===== src/rtl/disp_cmd_pkg.sv =====
package disp_cmd_pkg;

  localparam int NARGS_W = 4;

  typedef enum logic [2:0] {
    K_COLWIN,
    K_ROWWIN,
    K_REMAP,
    K_DISCARD,
    K_SWALLOW,
    K_BAD
  } op_kind_e;

  typedef struct packed {
    op_kind_e            kind;
    logic [NARGS_W-1:0]  nargs;
  } op_info_t;

  localparam logic [7:0] OP_COLWIN = 8'h15;
  localparam logic [7:0] OP_ROWWIN = 8'h75;
  localparam logic [7:0] OP_REMAP  = 8'hA0;
  localparam logic [7:0] OP_GREY   = 8'hB8;
  localparam logic [7:0] OP_SINK   = 8'hFF;

  // Opcode -> behaviour class and number of argument bytes.
  function automatic op_info_t classify(input logic [7:0] op);
    op_info_t r;
    unique case (op)
      OP_COLWIN: r = '{kind: K_COLWIN, nargs: 4'd2};
      OP_ROWWIN: r = '{kind: K_ROWWIN, nargs: 4'd2};
      OP_REMAP:  r = '{kind: K_REMAP,  nargs: 4'd1};
      OP_GREY:   r = '{kind: K_DISCARD, nargs: 4'd8};
      8'h81, 8'hA1, 8'hA2, 8'hA8, 8'hAD,
      8'hB1, 8'hB2, 8'hB3, 8'hBC, 8'hBE, 8'hBF:
                 r = '{kind: K_DISCARD, nargs: 4'd1};
      8'h84, 8'h85, 8'h86, 8'hA4, 8'hA5, 8'hA6, 8'hA7,
      8'hAE, 8'hAF, 8'hE3:
                 r = '{kind: K_DISCARD, nargs: 4'd0};
      OP_SINK:   r = '{kind: K_SWALLOW, nargs: 4'd0};
      default:   r = '{kind: K_BAD,     nargs: 4'd0};
    endcase
    return r;
  endfunction

  // Reduce a byte into [0, dim).
  function automatic logic [7:0] wrap_to(input logic [7:0] v, input int unsigned dim);
    int unsigned t;
    t = 32'(v) % dim;
    return t[7:0];
  endfunction

endpackage


===== src/rtl/dcp_decode.sv =====
module dcp_decode
  import disp_cmd_pkg::*;
(
  input  logic [7:0]          opcode,
  output op_kind_e            kind,
  output logic [NARGS_W-1:0]  nargs
);

  op_info_t info;

  always_comb begin
    info  = classify(opcode);
    kind  = info.kind;
    nargs = info.nargs;
  end

  // an unknown opcode never asks for arguments
  always_comb begin
    if (kind == K_BAD) begin
      a_r10_bad_no_args: assert (nargs == '0);
    end
  end

endmodule


===== src/rtl/dcp_collector.sv =====
module dcp_collector
  import disp_cmd_pkg::*;
#(
  parameter int MAX_ARGS = 8
) (
  input  logic        clk,
  input  logic        rst_n,
  input  logic        cmd_stb,
  input  logic [7:0]  byte_in,
  output logic        exec_stb,
  output op_kind_e    exec_kind,
  output logic [7:0]  arg0,
  output logic [7:0]  arg1,
  output logic        bad_stb
);

  localparam int CNT_W = $clog2(MAX_ARGS + 1);

  logic              pend_q;
  logic [7:0]        op_q;
  logic [CNT_W-1:0]  cnt_q;
  logic [7:0]        slot_q [MAX_ARGS];
  logic [7:0]        view   [MAX_ARGS];

  logic [7:0]          cur_op;
  op_kind_e            cur_kind;
  logic [NARGS_W-1:0]  cur_nargs;

  logic first_byte;
  logic arg_byte;
  logic last_arg;
  logic open_cmd;

  assign cur_op = pend_q ? op_q : byte_in;

  dcp_decode u_dec (
    .opcode (cur_op),
    .kind   (cur_kind),
    .nargs  (cur_nargs)
  );

  assign first_byte = cmd_stb && !pend_q;
  assign arg_byte   = cmd_stb && pend_q;
  assign last_arg   = arg_byte && ((int'(cnt_q) + 1) == int'(cur_nargs));
  assign open_cmd   = first_byte && (cur_kind != K_BAD) && (cur_nargs != '0);

  assign bad_stb    = first_byte && (cur_kind == K_BAD);
  assign exec_stb   = last_arg ||
                      (first_byte && (cur_kind != K_BAD) && (cur_nargs == '0));
  assign exec_kind  = cur_kind;

  always_ff @(posedge clk or negedge rst_n) begin
    if (!rst_n) begin
      pend_q <= 1'b0;
      op_q   <= '0;
      cnt_q  <= '0;
    end else if (open_cmd) begin
      pend_q <= 1'b1;
      op_q   <= byte_in;
      cnt_q  <= '0;
    end else if (arg_byte) begin
      if (last_arg) begin
        pend_q <= 1'b0;
        cnt_q  <= '0;
      end else begin
        cnt_q  <= cnt_q + 1'b1;
      end
    end
  end

  for (genvar g = 0; g < MAX_ARGS; g++) begin : g_slot
    logic hit;
    assign hit     = arg_byte && (cnt_q == CNT_W'(g));
    assign view[g] = hit ? byte_in : slot_q[g];

    always_ff @(posedge clk or negedge rst_n) begin
      if (!rst_n)   slot_q[g] <= '0;
      else if (hit) slot_q[g] <= byte_in;
    end

    // pixel traffic leaves stored arguments alone
    a_r11_slot_hold: assert property (@(posedge clk) disable iff (!rst_n)
      !cmd_stb |=> $stable(slot_q[g]));
  end

  assign arg0 = view[0];
  assign arg1 = view[1];

  // the table never asks for more slots than exist
  always_comb begin
    a_r2_table_fits: assert (int'(cur_nargs) <= MAX_ARGS);
  end

  // a pending command always has an argument still to come
  a_r2_count_below_need: assert property (@(posedge clk) disable iff (!rst_n)
    pend_q |-> (int'(cnt_q) < int'(cur_nargs)));

  // completing a command returns to opcode expectation
  a_r2_exec_returns_idle: assert property (@(posedge clk) disable iff (!rst_n)
    exec_stb |=> (!pend_q && cnt_q == '0));

  // an unknown opcode leaves the parser idle
  a_r10_bad_returns_idle: assert property (@(posedge clk) disable iff (!rst_n)
    bad_stb |=> !pend_q);

  // no progress or loss of the partial command without command bytes
  a_r11_progress_hold: assert property (@(posedge clk) disable iff (!rst_n)
    !cmd_stb |=> ($stable(pend_q) && $stable(cnt_q) && $stable(op_q)));

endmodule


===== src/rtl/dcp_apply.sv =====
module dcp_apply
  import disp_cmd_pkg::*;
#(
  parameter int COL_DIM = 64,
  parameter int ROW_DIM = 80,
  localparam int COL_W  = $clog2(COL_DIM),
  localparam int ROW_W  = $clog2(ROW_DIM)
) (
  input  logic              clk,
  input  logic              rst_n,
  input  logic              exec_stb,
  input  op_kind_e          exec_kind,
  input  logic [7:0]        arg0,
  input  logic [7:0]        arg1,
  input  logic              bad_stb,
  input  logic              data_stb,
  input  logic [7:0]        byte_in,
  output logic              data_valid,
  output logic [7:0]        data_byte,
  output logic              win_col_load,
  output logic [COL_W-1:0]  col_start,
  output logic [COL_W-1:0]  col_end,
  output logic              win_row_load,
  output logic [ROW_W-1:0]  row_start,
  output logic [ROW_W-1:0]  row_end,
  output logic [7:0]        remap_byte,
  output logic              err_pulse
);

  logic do_col, do_row, do_remap;

  assign do_col   = exec_stb && (exec_kind == K_COLWIN);
  assign do_row   = exec_stb && (exec_kind == K_ROWWIN);
  assign do_remap = exec_stb && (exec_kind == K_REMAP);

  always_ff @(posedge clk or negedge rst_n) begin
    if (!rst_n) begin
      data_valid   <= 1'b0;
      data_byte    <= '0;
      win_col_load <= 1'b0;
      win_row_load <= 1'b0;
      err_pulse    <= 1'b0;
      col_start    <= '0;
      col_end      <= COL_W'(COL_DIM - 1);
      row_start    <= '0;
      row_end      <= ROW_W'(ROW_DIM - 1);
      remap_byte   <= '0;
    end else begin
      data_valid   <= data_stb;
      win_col_load <= do_col;
      win_row_load <= do_row;
      err_pulse    <= bad_stb;
      if (data_stb) data_byte <= byte_in;
      if (do_col) begin
        col_start <= COL_W'(wrap_to(arg0, COL_DIM));
        col_end   <= COL_W'(wrap_to(arg1, COL_DIM));
      end
      if (do_row) begin
        row_start <= ROW_W'(wrap_to(arg0, ROW_DIM));
        row_end   <= ROW_W'(wrap_to(arg1, ROW_DIM));
      end
      if (do_remap) remap_byte <= arg0;
    end
  end

  // row bounds always inside the panel
  a_r4_row_in_range: assert property (@(posedge clk) disable iff (!rst_n)
    (int'(row_start) < ROW_DIM) && (int'(row_end) < ROW_DIM));

  // at most one event per accepted byte
  a_r1_single_event: assert property (@(posedge clk) disable iff (!rst_n)
    $onehot0({data_valid, win_col_load, win_row_load, err_pulse}));

  // a forwarded byte follows a data-mode byte
  a_r1_data_follows: assert property (@(posedge clk) disable iff (!rst_n)
    data_valid |-> $past(data_stb));

  // remap changes only when the remap command completes
  a_r5_remap_hold: assert property (@(posedge clk) disable iff (!rst_n)
    !do_remap |=> $stable(remap_byte));

  // column bounds move only together with a load pulse
  a_r3_col_with_pulse: assert property (@(posedge clk) disable iff (!rst_n)
    !win_col_load |-> ($stable(col_start) && $stable(col_end)));

endmodule


===== src/rtl/disp_cmd_parser.sv =====
module disp_cmd_parser
  import disp_cmd_pkg::*;
#(
  parameter int COL_DIM  = 64,
  parameter int ROW_DIM  = 80,
  parameter int MAX_ARGS = 8,
  localparam int COL_W   = $clog2(COL_DIM),
  localparam int ROW_W   = $clog2(ROW_DIM)
) (
  input  logic              clk,
  input  logic              rst_n,
  input  logic              byte_valid,
  input  logic [7:0]        byte_in,
  input  logic              data_sel,
  output logic              data_valid,
  output logic [7:0]        data_byte,
  output logic              win_col_load,
  output logic [COL_W-1:0]  col_start,
  output logic [COL_W-1:0]  col_end,
  output logic              win_row_load,
  output logic [ROW_W-1:0]  row_start,
  output logic [ROW_W-1:0]  row_end,
  output logic [7:0]        remap_byte,
  output logic              err_pulse
);

  logic      cmd_stb, data_stb;
  logic      exec_stb, bad_stb;
  op_kind_e  exec_kind;
  logic [7:0] arg0, arg1;

  assign cmd_stb  = byte_valid && !data_sel;
  assign data_stb = byte_valid &&  data_sel;

  dcp_collector #(.MAX_ARGS(MAX_ARGS)) u_col (
    .clk       (clk),
    .rst_n     (rst_n),
    .cmd_stb   (cmd_stb),
    .byte_in   (byte_in),
    .exec_stb  (exec_stb),
    .exec_kind (exec_kind),
    .arg0      (arg0),
    .arg1      (arg1),
    .bad_stb   (bad_stb)
  );

  dcp_apply #(.COL_DIM(COL_DIM), .ROW_DIM(ROW_DIM)) u_app (
    .clk          (clk),
    .rst_n        (rst_n),
    .exec_stb     (exec_stb),
    .exec_kind    (exec_kind),
    .arg0         (arg0),
    .arg1         (arg1),
    .bad_stb      (bad_stb),
    .data_stb     (data_stb),
    .byte_in      (byte_in),
    .data_valid   (data_valid),
    .data_byte    (data_byte),
    .win_col_load (win_col_load),
    .col_start    (col_start),
    .col_end      (col_end),
    .win_row_load (win_row_load),
    .row_start    (row_start),
    .row_end      (row_end),
    .remap_byte   (remap_byte),
    .err_pulse    (err_pulse)
  );

  // errors and completions never coincide
  a_r10_err_excl_exec: assert property (@(posedge clk) disable iff (!rst_n)
    !(bad_stb && exec_stb));

endmodule


===== config.mk =====
export PLATFORM = sky130hd
export DESIGN_NAME = disp_cmd_parser
export DESIGN_NICKNAME = d
export VERILOG_FILES = /design/src/rtl/disp_cmd_pkg.sv /design/src/rtl/dcp_decode.sv /design/src/rtl/dcp_collector.sv /design/src/rtl/dcp_apply.sv /design/src/rtl/disp_cmd_parser.sv
export SDC_FILE = /design/constraint.sdc
export NUM_CORES = 1
export LEC_CHECK = 0
export ABC_CLOCK_PERIOD_IN_PS = 2950
export CORE_ASPECT_RATIO = 2
export CORE_UTILIZATION = 45
export DETAILED_ROUTE_END_ITERATION = 10
export GPL_ROUTABILITY_DRIVEN = 0
export PLACE_DENSITY_LB_ADDON = 0.05
export SLEW_MARGIN = 20
export SYNTH_ARGS = -nofsm -noshare
export SYNTH_HDL_FRONTEND = slang
export SYNTH_SLANG_ARGS = --single-unit
export TNS_END_PERCENT = 20

===== constraint.sdc =====
create_clock -name clk -period 2.95 [get_ports clk]
set_input_delay 0.295 -clock clk [delete_from_list [all_inputs] [get_ports clk]]
set_output_delay 0.295 -clock clk [all_outputs]
set_load 0.02 [all_outputs]

==> results of run 1 <==
==> kinds of logic (layout without fill, tap and decap cells) <==
family / after synthesis / in the layout / share of synthesized area [%]
AOI/OAI and AO/OA: 56 / 56 / 10.3
xor gates and xnor gates: 8 / 8 / 2.43
adders and majority gates: 6 / 6 / 1.89
buffers and inverters: 29 / 153 / 3.44
DFF: 75 / 75 / 47.7
muxes: 76 / 76 / 21.3
and+or+nand+nor: 81 / 81 / 12.9
==> flip-flops by register name, summed over array words and instances (netlist names), 4 cells and up <==
name,count
u_app.col_start,6
u_app.col_end,6
u_col.cnt_q,4
u_col.slot_q,16
u_app.data_byte,8
u_app.row_end,7
u_col.op_q,8
u_app.row_start,7
u_app.remap_byte,8
==> what timing repair did <==
item                                    CTS  global route
setup buffers                             0             7
resized for setup                         1            37
hold endpoints to repair                  0             0
cloned                                    0             1
endpoints found under the setup margin    1            38
pin swaps                                 0            13
==> cell usage after synthesis, types with 2 or more instances <==
cell type	number
or2_2	2
and3b_1	4
a2111o_1	2
nand3_1	7
o2bb2ai_1	2
nand3b_1	3
nor4_1	3
a21oi_1	12
nor4_4	3
inv_1	13
dfstp_2	11
mux2i_1	12
a211o_1	2
o21ai_0	9
a31oi_1	3
nor2_1	10
o21bai_1	2
mux2_2	62
o21a_1	2
buf_4	2
xor2_1	2
a211oi_1	2
xnor2_1	4
nor2b_1	5
or4_1	3
nor3_1	4
o211ai_1	4
nand2_1	17
nand2b_1	3
nand3_2	2
o31ai_1	2
nor3b_1	5
o22ai_1	3
or3b_2	2
buf_6	2
ha_1	6
o32ai_1	3
or3_1	3
clkbuf_1	7
dfrtp_1	64
buf_2	3
==> worst max-delay path, stage by stage (launching register included) <==
cell       delay, ns
dfrtp_1         0.42
buf_12          0.16
mux2i_1         0.14
buf_4           0.17
or4_4           0.50
o21ai_4         0.09
a211oi_4        0.08
buf_6           0.14
xnor2_4         0.18
nor4_4          0.26
buf_4           0.19
clkbuf_16       0.18
mux2_4          0.29
==> cells in the final DEF (no fill, tap or decap), types with 3 or more instances in the layout <==
master           instances
a21oi_1                 10
a31oi_1                  3
and3b_1                  3
buf_12                   5
buf_4                   59
bufinv_16                3
clkbuf_16               10
clkdlybuf4s50_1         56
dfrtp_1                 64
dfstp_2                 11
ha_1                     3
ha_4                     3
inv_1                   12
mux2_2                  53
mux2_4                   9
mux2i_1                 11
nand2_1                 17
nand2b_1                 3
nand3_1                  6
nand3b_1                 3
nor2_1                   9
nor2b_1                  4
nor3_1                   3
nor3b_1                  4
nor4_1                   3
nor4_4                   3
o211ai_1                 4
o21ai_0                  8
o22ai_1                  3
xnor2_1                  3
==> cell type report <==
| type | instances | area, sq um |
|---|---|---|
| fill | 671 | 2880 |
| multi-input combinational | 227 | 2140 |
| sequential | 75 | 1890 |
| timing repair buffer | 123 | 1150 |
| clock buffer | 10 | 229 |
| tap | 100 | 125 |
| clock inverter | 6 | 113 |
| inverter | 14 | 52.6 |
==> per-layer routing <==
layer	GRT usage, %	vias to the layer above	wire [um]
li1	-	1458	-
met1	26.6	1501	3850
met2	40.0	63	5820
met3	5.57	19	281
met4	12.8	0	333
met5	0	-	0
==> power by group through the flow <==
stage               combinational, mW  clock, mW  sequential, mW
floorplan                        1.23          0            1.38
global placement                 1.86          0            1.37
detailed placement               1.90          0            1.37
CTS                              1.92       1.29            1.36
global route                     2.34       1.33            1.40
finish                           2.16       1.27            1.37
==> through the flow <==
step,area (sq um),setup WS [ns]
final,5710,0.0233
after global routing,5710,-0.0544
after CTS,5460,0.000975
after detailed placement,5110,-0.323
after global placement,5110,-0.274
after floorplan,4020,0.0301
==> worst max-delay path by stage <==
stage | end | slack [ns] | depth (start not counted)
2_1_floorplan | u_app.row_start[6] | 0.03 | 11
3_3_place_gp | u_app.row_start[6] | -0.27 | 11
3_5_place_dp | u_app.row_start[6] | -0.32 | 11
4_1_cts | u_app.row_start[4] | 0.001 | 10
5_1_grt | u_app.row_start[0] | -0.05 | 12
6_report | u_app.row_start[6] | 0.02 | 12
==> results.md, run 1 <==
- The final critical-path share of the clock period is 99.2%.
- CTS placed an instance of clkbuf_16 at the clock tree root.
- The number of buffers created by CTS is 9.
- The total length of routed wires is 10300 um.
- After clock tree synthesis, the clock-pin slew on the worst setup and hold paths is 0.06 ns.
- The switching power is 1.68 mW.
- At the pin with the least slew margin, the transition time is 0.937 ns.
- The minimum period implied by the final worst setup slack is 2.93 ns.
- The number of ports placed on the die boundary is 58.
- The total overflow left after global routing is 0.
- For this run, the post-layout net count is about 470.
- Synthesis produced a netlist with a net count of 349.
- The violation count after the first detailed-routing iteration is 152.
- The number of global-route vias before repair is 3219.
- Setup violations remaining at the end of the flow were counted as 0.
- STA classifies the critical path endpoint as a register.
- The max-slew violation total from the final report is 0.
- The average routed wire per standard cell is 18.5 um.
- The data required time at the worst endpoint is 3.17 ns.
- The depth of the CTS H-tree is 3.
- The largest net degree at the start of global routing is 76.
- IR analysis of the VDD net gives a maximum drop of 0.000537 V.
- The area of the mapped netlist is 3960 sq um.
- The synthesis warning total is 0.
- Synthesis instantiated 60 different standard cells from the library.
- For this run, the leading register cell type out of synthesis is dfrtp_1.
- The mean area per synthesized cell is roughly 12 sq um.
- Summed over all cells, the static leakage comes to 2.53 nW.
- The total of hold buffers inserted after clock tree synthesis is 0.
- The worst register-to-register path has a depth of 12.
- In the routed design, unresolved DRC markers number 0.
- The post-route netlist has 42.6% of its cells at a drive strength greater than 1.
- The number of cells produced by synthesis is between 300 and 400.
- The HPWL after detailed placement is 7060 um.
- The standard cell core area is 8590 sq um.
- Registers are responsible for 28.5% of the overall power.
- The final-layout setup total negative slack is 0 ns.
- Counting flops with a built-in enable in the synthesized netlist gives 0.
- Timing would allow up to ~0.34 GHz.
- Setup repair after global routing could not meet its margin everywhere.
- Power spread over the standard cell area amounts to 841 nW/um^2.
- The flow ran to the end, and the final reports show no timing, DRC or antenna violations.
- The TritonCTS clock tree is built.
- The first global-routing pass estimated 15900 um of wire.
- The critical path start-end classification is register to register.
- From left edge to right edge, the die measures around 68 um.
- In this run the remaining antenna-violating nets after routing total 0.
- The setup slack of the most critical reg-to-reg path is 0.02 ns.
- The total vias in the final route is 3041.
- The arrival time reported for the critical path endpoint is approximately 3.2 ns.
- The utilization after layout is around 66%.
- The clock passes through at most 2 buffers.
- The total power draw is 4.80 mW.
- The signed area change from the synthesized netlist to the final layout is 44.0%.
- The sequential element share of the synthesized area is 47.7%.
- In this run the worst hold path is classified as input pin to asynchronous set/reset pin.
- The vertical extent of the die is 135 um.
- In the global route stage, overall resource usage came out at 23.8%.
- The critical path starts at u_col.pend_q.
- In the synthesized netlist the async set-or-reset flop fraction comes to between 90% and 100%.
- Synthesis inferred 75 register bits.
- The type of origin of the critical path is a register.
- The number of hold violations in the final report is 0.
- The worst register-to-register path ends at u_app.row_start[6].
- The number of standard cells in the final layout excluding fillers is 555.
- The post-placement cell count is 531.
- The count of TritonRoute iterations in the first routing pass is 4.
- The repair_antennas step left the layout with diodes totalling 0.
- The later pin in the worst-skew pair is clocked with a latency of 0.34 ns.
- During placement, the flow inserted port buffers numbering between 50 and 60.
- The tree built by TritonCTS fans out to 75 sinks.
- The clock group share of total power is between 20% and 30%.
- The average vias per placed instance is 5.48.
- The top cell type by area accounts for about two fifths of the synthesized area.
- Of all cell types, the one taking the most synthesized area is dfrtp_1.
- The die covers 9210 sq um.
- In this run the tightest slew margin relative to its limit is 37.6%.
- After synthesis, the cell types taking the most area are dfrtp_1 (40%), mux2_2 (18%), dfstp_2 (7.3%).
- The combinational cell fraction of total power is 45.1%.
- The switching fraction of total power is 34.9%.
- The final-layout worst hold slack is roughly 0.081 ns.
- In this run the critical register-to-register path is launched from u_col.pend_q.
- The number of max-cap violations is 0.
- The floorplan has between 40 and 50 rows.
- For this configuration, the core starts out at a cell density of a little under half.
- Of all nets on the critical path, the largest fanout is 7.
- The initial antenna violation count is 0.
- The internal power is 3.12 mW.
- Across the routed clock network, the largest skew measured is between 0.008 and 0.009 ns.
No activity file was read; power rests on OpenSTA's default activity.
==> run 2, diff against run 1 <==
--- a/config.mk
+++ b/config.mk
@@ -9,6 +9,7 @@
 export CORE_ASPECT_RATIO = 2
 export CORE_UTILIZATION = 45
 export DETAILED_ROUTE_END_ITERATION = 10
+export DONT_BUFFER_PORTS = 1
 export GPL_ROUTABILITY_DRIVEN = 0
 export PLACE_DENSITY_LB_ADDON = 0.05
 export SLEW_MARGIN = 20
==> run 2 against run 1 <==
Power down 14%; largest cell class unchanged; global-route usage shrank 1.5 points; register-to-register slack improved by 0.11 ns; critical path type unchanged.
==> results.md, run 2 (synthesis results as in run 1) <==
- The utilization after layout is 54.4% (-12 points).
- The worst register-to-register path ends at u_app.row_start[6].
- The signed area change from the synthesized netlist to the final layout is 17.8%.
- The insertion delay to the later sink of the worst-skew pair is 0.33 ns (about the same).
- The data required time at the worst endpoint is 3.16 ns (about the same).
- The area occupied by registers was 1890 sq um (unchanged).
- The number of setup violations in the final report is 0 (unchanged).
- The arrival time reported for the critical path endpoint is 3.03 ns (-0.12 ns).
- The initial cell density of the core was 46.1% (unchanged).
- The number of flip-flops in the largest register came to 16 (unchanged).
- The worst slew margin relative to its limit is 69.4% (+32 points).
- The clock-pin slew on the worst setup and hold paths was 0.06 ns (about the same).
- Setup repair after global routing left no endpoint under its margin.
- The signal on the critical path passes through and3b_2 > nand3_4 > mux2_2 > buf_4 > or2_2 > ha_4 > a2111o_1 > o211ai_1 > a32oi_1 > mux2_2.
- The worst-case clock buffer depth is 2 (unchanged).
- The initial antenna violation count was 0 (unchanged).
- The remaining global-route overflow is 0 (unchanged).
- The number of fill cells in the layout is 758 (+13%).
- The largest net degree at the start of global routing came to 76 (unchanged).
- The element type at the critical path end is a register.
- The static leakage is 2.11 nW (-17%).
- The count of port buffers added during placement was 0 (-100%).
- The final-layout setup total negative slack is 0 ns (unchanged).
- The achievable clock frequency came to 0.355 GHz (+3.8%).
- The flow ran to the end, and the final reports show no timing, DRC or antenna violations.
- The max-slew violation total from the final report is 0 (unchanged).
- The average routed wire per standard cell came to 19.5 um (+5.5%).
- The setup slack of the most critical reg-to-reg path came to 0.13 ns (+0.11 ns).
- The critical path ends at u_app.row_start[6].
- The worst IR drop on VDD was 0.000478 V (-11%).
- The total DRC errors in the routed layout is 0 (unchanged).
- The all-layer global routing usage is 22.2% (-1.5 points).
- The antenna cell count came to 0 (unchanged).
- The total vias in the final route was 2703 (-11%).
- The areal power density over the cells was 884 nW/um^2 (+5.1%).
- The count of TritonRoute iterations in the first routing pass came to 4 (unchanged).
- TritonCTS built the clock tree.
- The largest register by flop count is u_col.slot_q.
- The final antenna-violating net count is 0 (unchanged).
- The count of nets after finishing is 380 (-19%).
- The standard cell area after detailed placement is 4340 sq um (-15%).
- The pre-CTS worst setup slack is 0.000930 ns (+0.324 ns).
- The final critical-path share of the clock period is 95.6% (-3.6 points).
- The cell at the slowest stage of the critical path is dfrtp_1.
- The number of placement rows is 48 (unchanged).
- The number of ports placed on the die boundary came to 58 (unchanged).
- The standard cell core area was 8590 sq um (unchanged).
- The post-CTS setup-driven buffer insertion count is 0 (unchanged).
- The number of buffers created by CTS is 9 (unchanged).
- The floorplan die area is 9210 sq um (unchanged).
- The number of global-route vias before repair is 2912 (-9.5%).
- The wire length of the first global-routing pass is 14900 um (-6.3%).
- The peak fanout along the critical path is 5 (-2).
- The root buffer cell is clkbuf_16.
- The worst setup path is launched from a register.
- In this run the worst hold path is classified as input pin to register.
- The delay of the slowest critical-path stage was 0.40 ns (-0.10 ns).
- The die extent in x was 68.4 um (unchanged).
- The setup clock skew after layout is 0.00185 ns (-0.00663 ns).
- The number of cells on the worst reg-to-reg path is 10 (-2).
- The number of hold violations in the final report came to 0 (unchanged).
- The final non-filler cell area is 4670 sq um (-18%).
- The vertical extent of the die was 135 um (unchanged).
- The most frequent standard cell in the layout excluding fill and tap cells is dfrtp_1.
- The minimum period implied by the final worst setup slack is 2.82 ns (-0.106 ns).
- The number of max-cap violations is 0 (unchanged).
- In the layout the commonest cells are dfrtp_1 (64), mux2_2 (61), buf_4 (30).
- The HPWL after detailed placement is 6650 um (-5.8%).
- The area of the multi-input gates came to 2000 sq um (-6.4%).
- The startpoint of the lowest-slack register-to-register path is u_col.pend_q.
- The violation count after the first detailed-routing iteration is 103 (-32%).
- The total power draw is 4.13 mW (-14%).
- The total length of routed wires is 9120 um (-11%).
- The post-layout worst setup margin is 0.130 ns (+0.106 ns).
- The most numerous cell type found on the critical path is mux2_2.
- The average vias per placed instance is 5.79 (+5.6%).
- The share of final-layout standard cells stronger than drive strength 1 is 39.5% (-3.1 points).
- The number of clock sinks seen by CTS is 75 (unchanged).
- The depth of the CTS H-tree is 3 (unchanged).
- The first element of the critical path is u_col.pend_q.
- The slew at the pin closest to its max-slew limit is 0.454 ns (-0.483 ns).
- The critical path is of the register to register type.
[run 2: changes by cell type in the layout (fill, tap and decap cells not counted), moves of 3 or more]
cell	delta
buf_4	-29
clkdlybuf4s50_1	-56
mux2_2	+8
bufinv_16	-3
mux2_4	-8
[run 2: worst min-delay path by stage]
stage / startpoint / to / cells past startpoint
after floorplan: rst_n / u_app.col_start[0] / 0
after global placement: rst_n / u_app.data_byte[0] / 0
after detailed placement: rst_n / u_app.data_byte[3] / 0
after CTS: byte_in[3] / u_app.data_byte[3] / 1
after global routing: byte_in[2] / u_app.data_byte[2] / 1
final: byte_in[2] / u_app.data_byte[2] / 1
[run 2: final cells by class]
cell class,count,share of cell area (%)
multi-input cells,227,42.9
inverters,14,1.13
clock inverters,2,0.214
well taps,100,2.68
flip-flops and latches,75,40.5
clock buffers,14,5.65
repair buffers,35,6.91
[run 2: metal layers]
layer | wire [um] | share of wire (%) | track usage (%) | vias to the layer above
met5 | 0 | 0 | 0 | -
met3 | 385 | 4.2 | 5.32 | 18
met4 | 268 | 2.9 | 10.4 | 0
met2 | 5140 | 56 | 39.9 | 64
met1 | 3330 | 37 | 23.0 | 1346
li1 | - | - | - | 1275
[run 2: worst max-delay path: cells and delay by family (launching register included)]
family / cells / cell delay, ns
AOI/OAI and AO/OA: 3 / 0.66
buffers and inverters: 1 / 0.16
adders and majority gates: 1 / 0.22
DFF: 1 / 0.40
muxes: 2 / 0.64
and+or+nand+nor: 3 / 0.61
[run 2: timing repair]
action                                  in CTS  in global routing
hold buffers                                 2                  0
resized for setup                            0                  6
hold endpoints to repair                    75                  0
endpoints found under the setup margin      19                 19
pin swaps                                    3                  3
[run 2: power by group]
group | leakage, nW | switching, mW | total, mW | internal [mW]
combinational | 1.02 | 0.916 | 1.73 | 0.814
sequential | 0.952 | 0.162 | 1.39 | 1.23
clock | 0.137 | 0.397 | 1.01 | 0.613
total | 2.11 | 1.47 | 4.13 | 2.65
[run 2: metrics by stage]
stage / std cells / hold slack (ns)
detailed placement: 449 / 0.000979
global placement: 449 / 0.000941
CTS: 467 / 0.107
global route: 467 / 0.107
floorplan: 331 / -0.000591
finish: 467 / 0.115
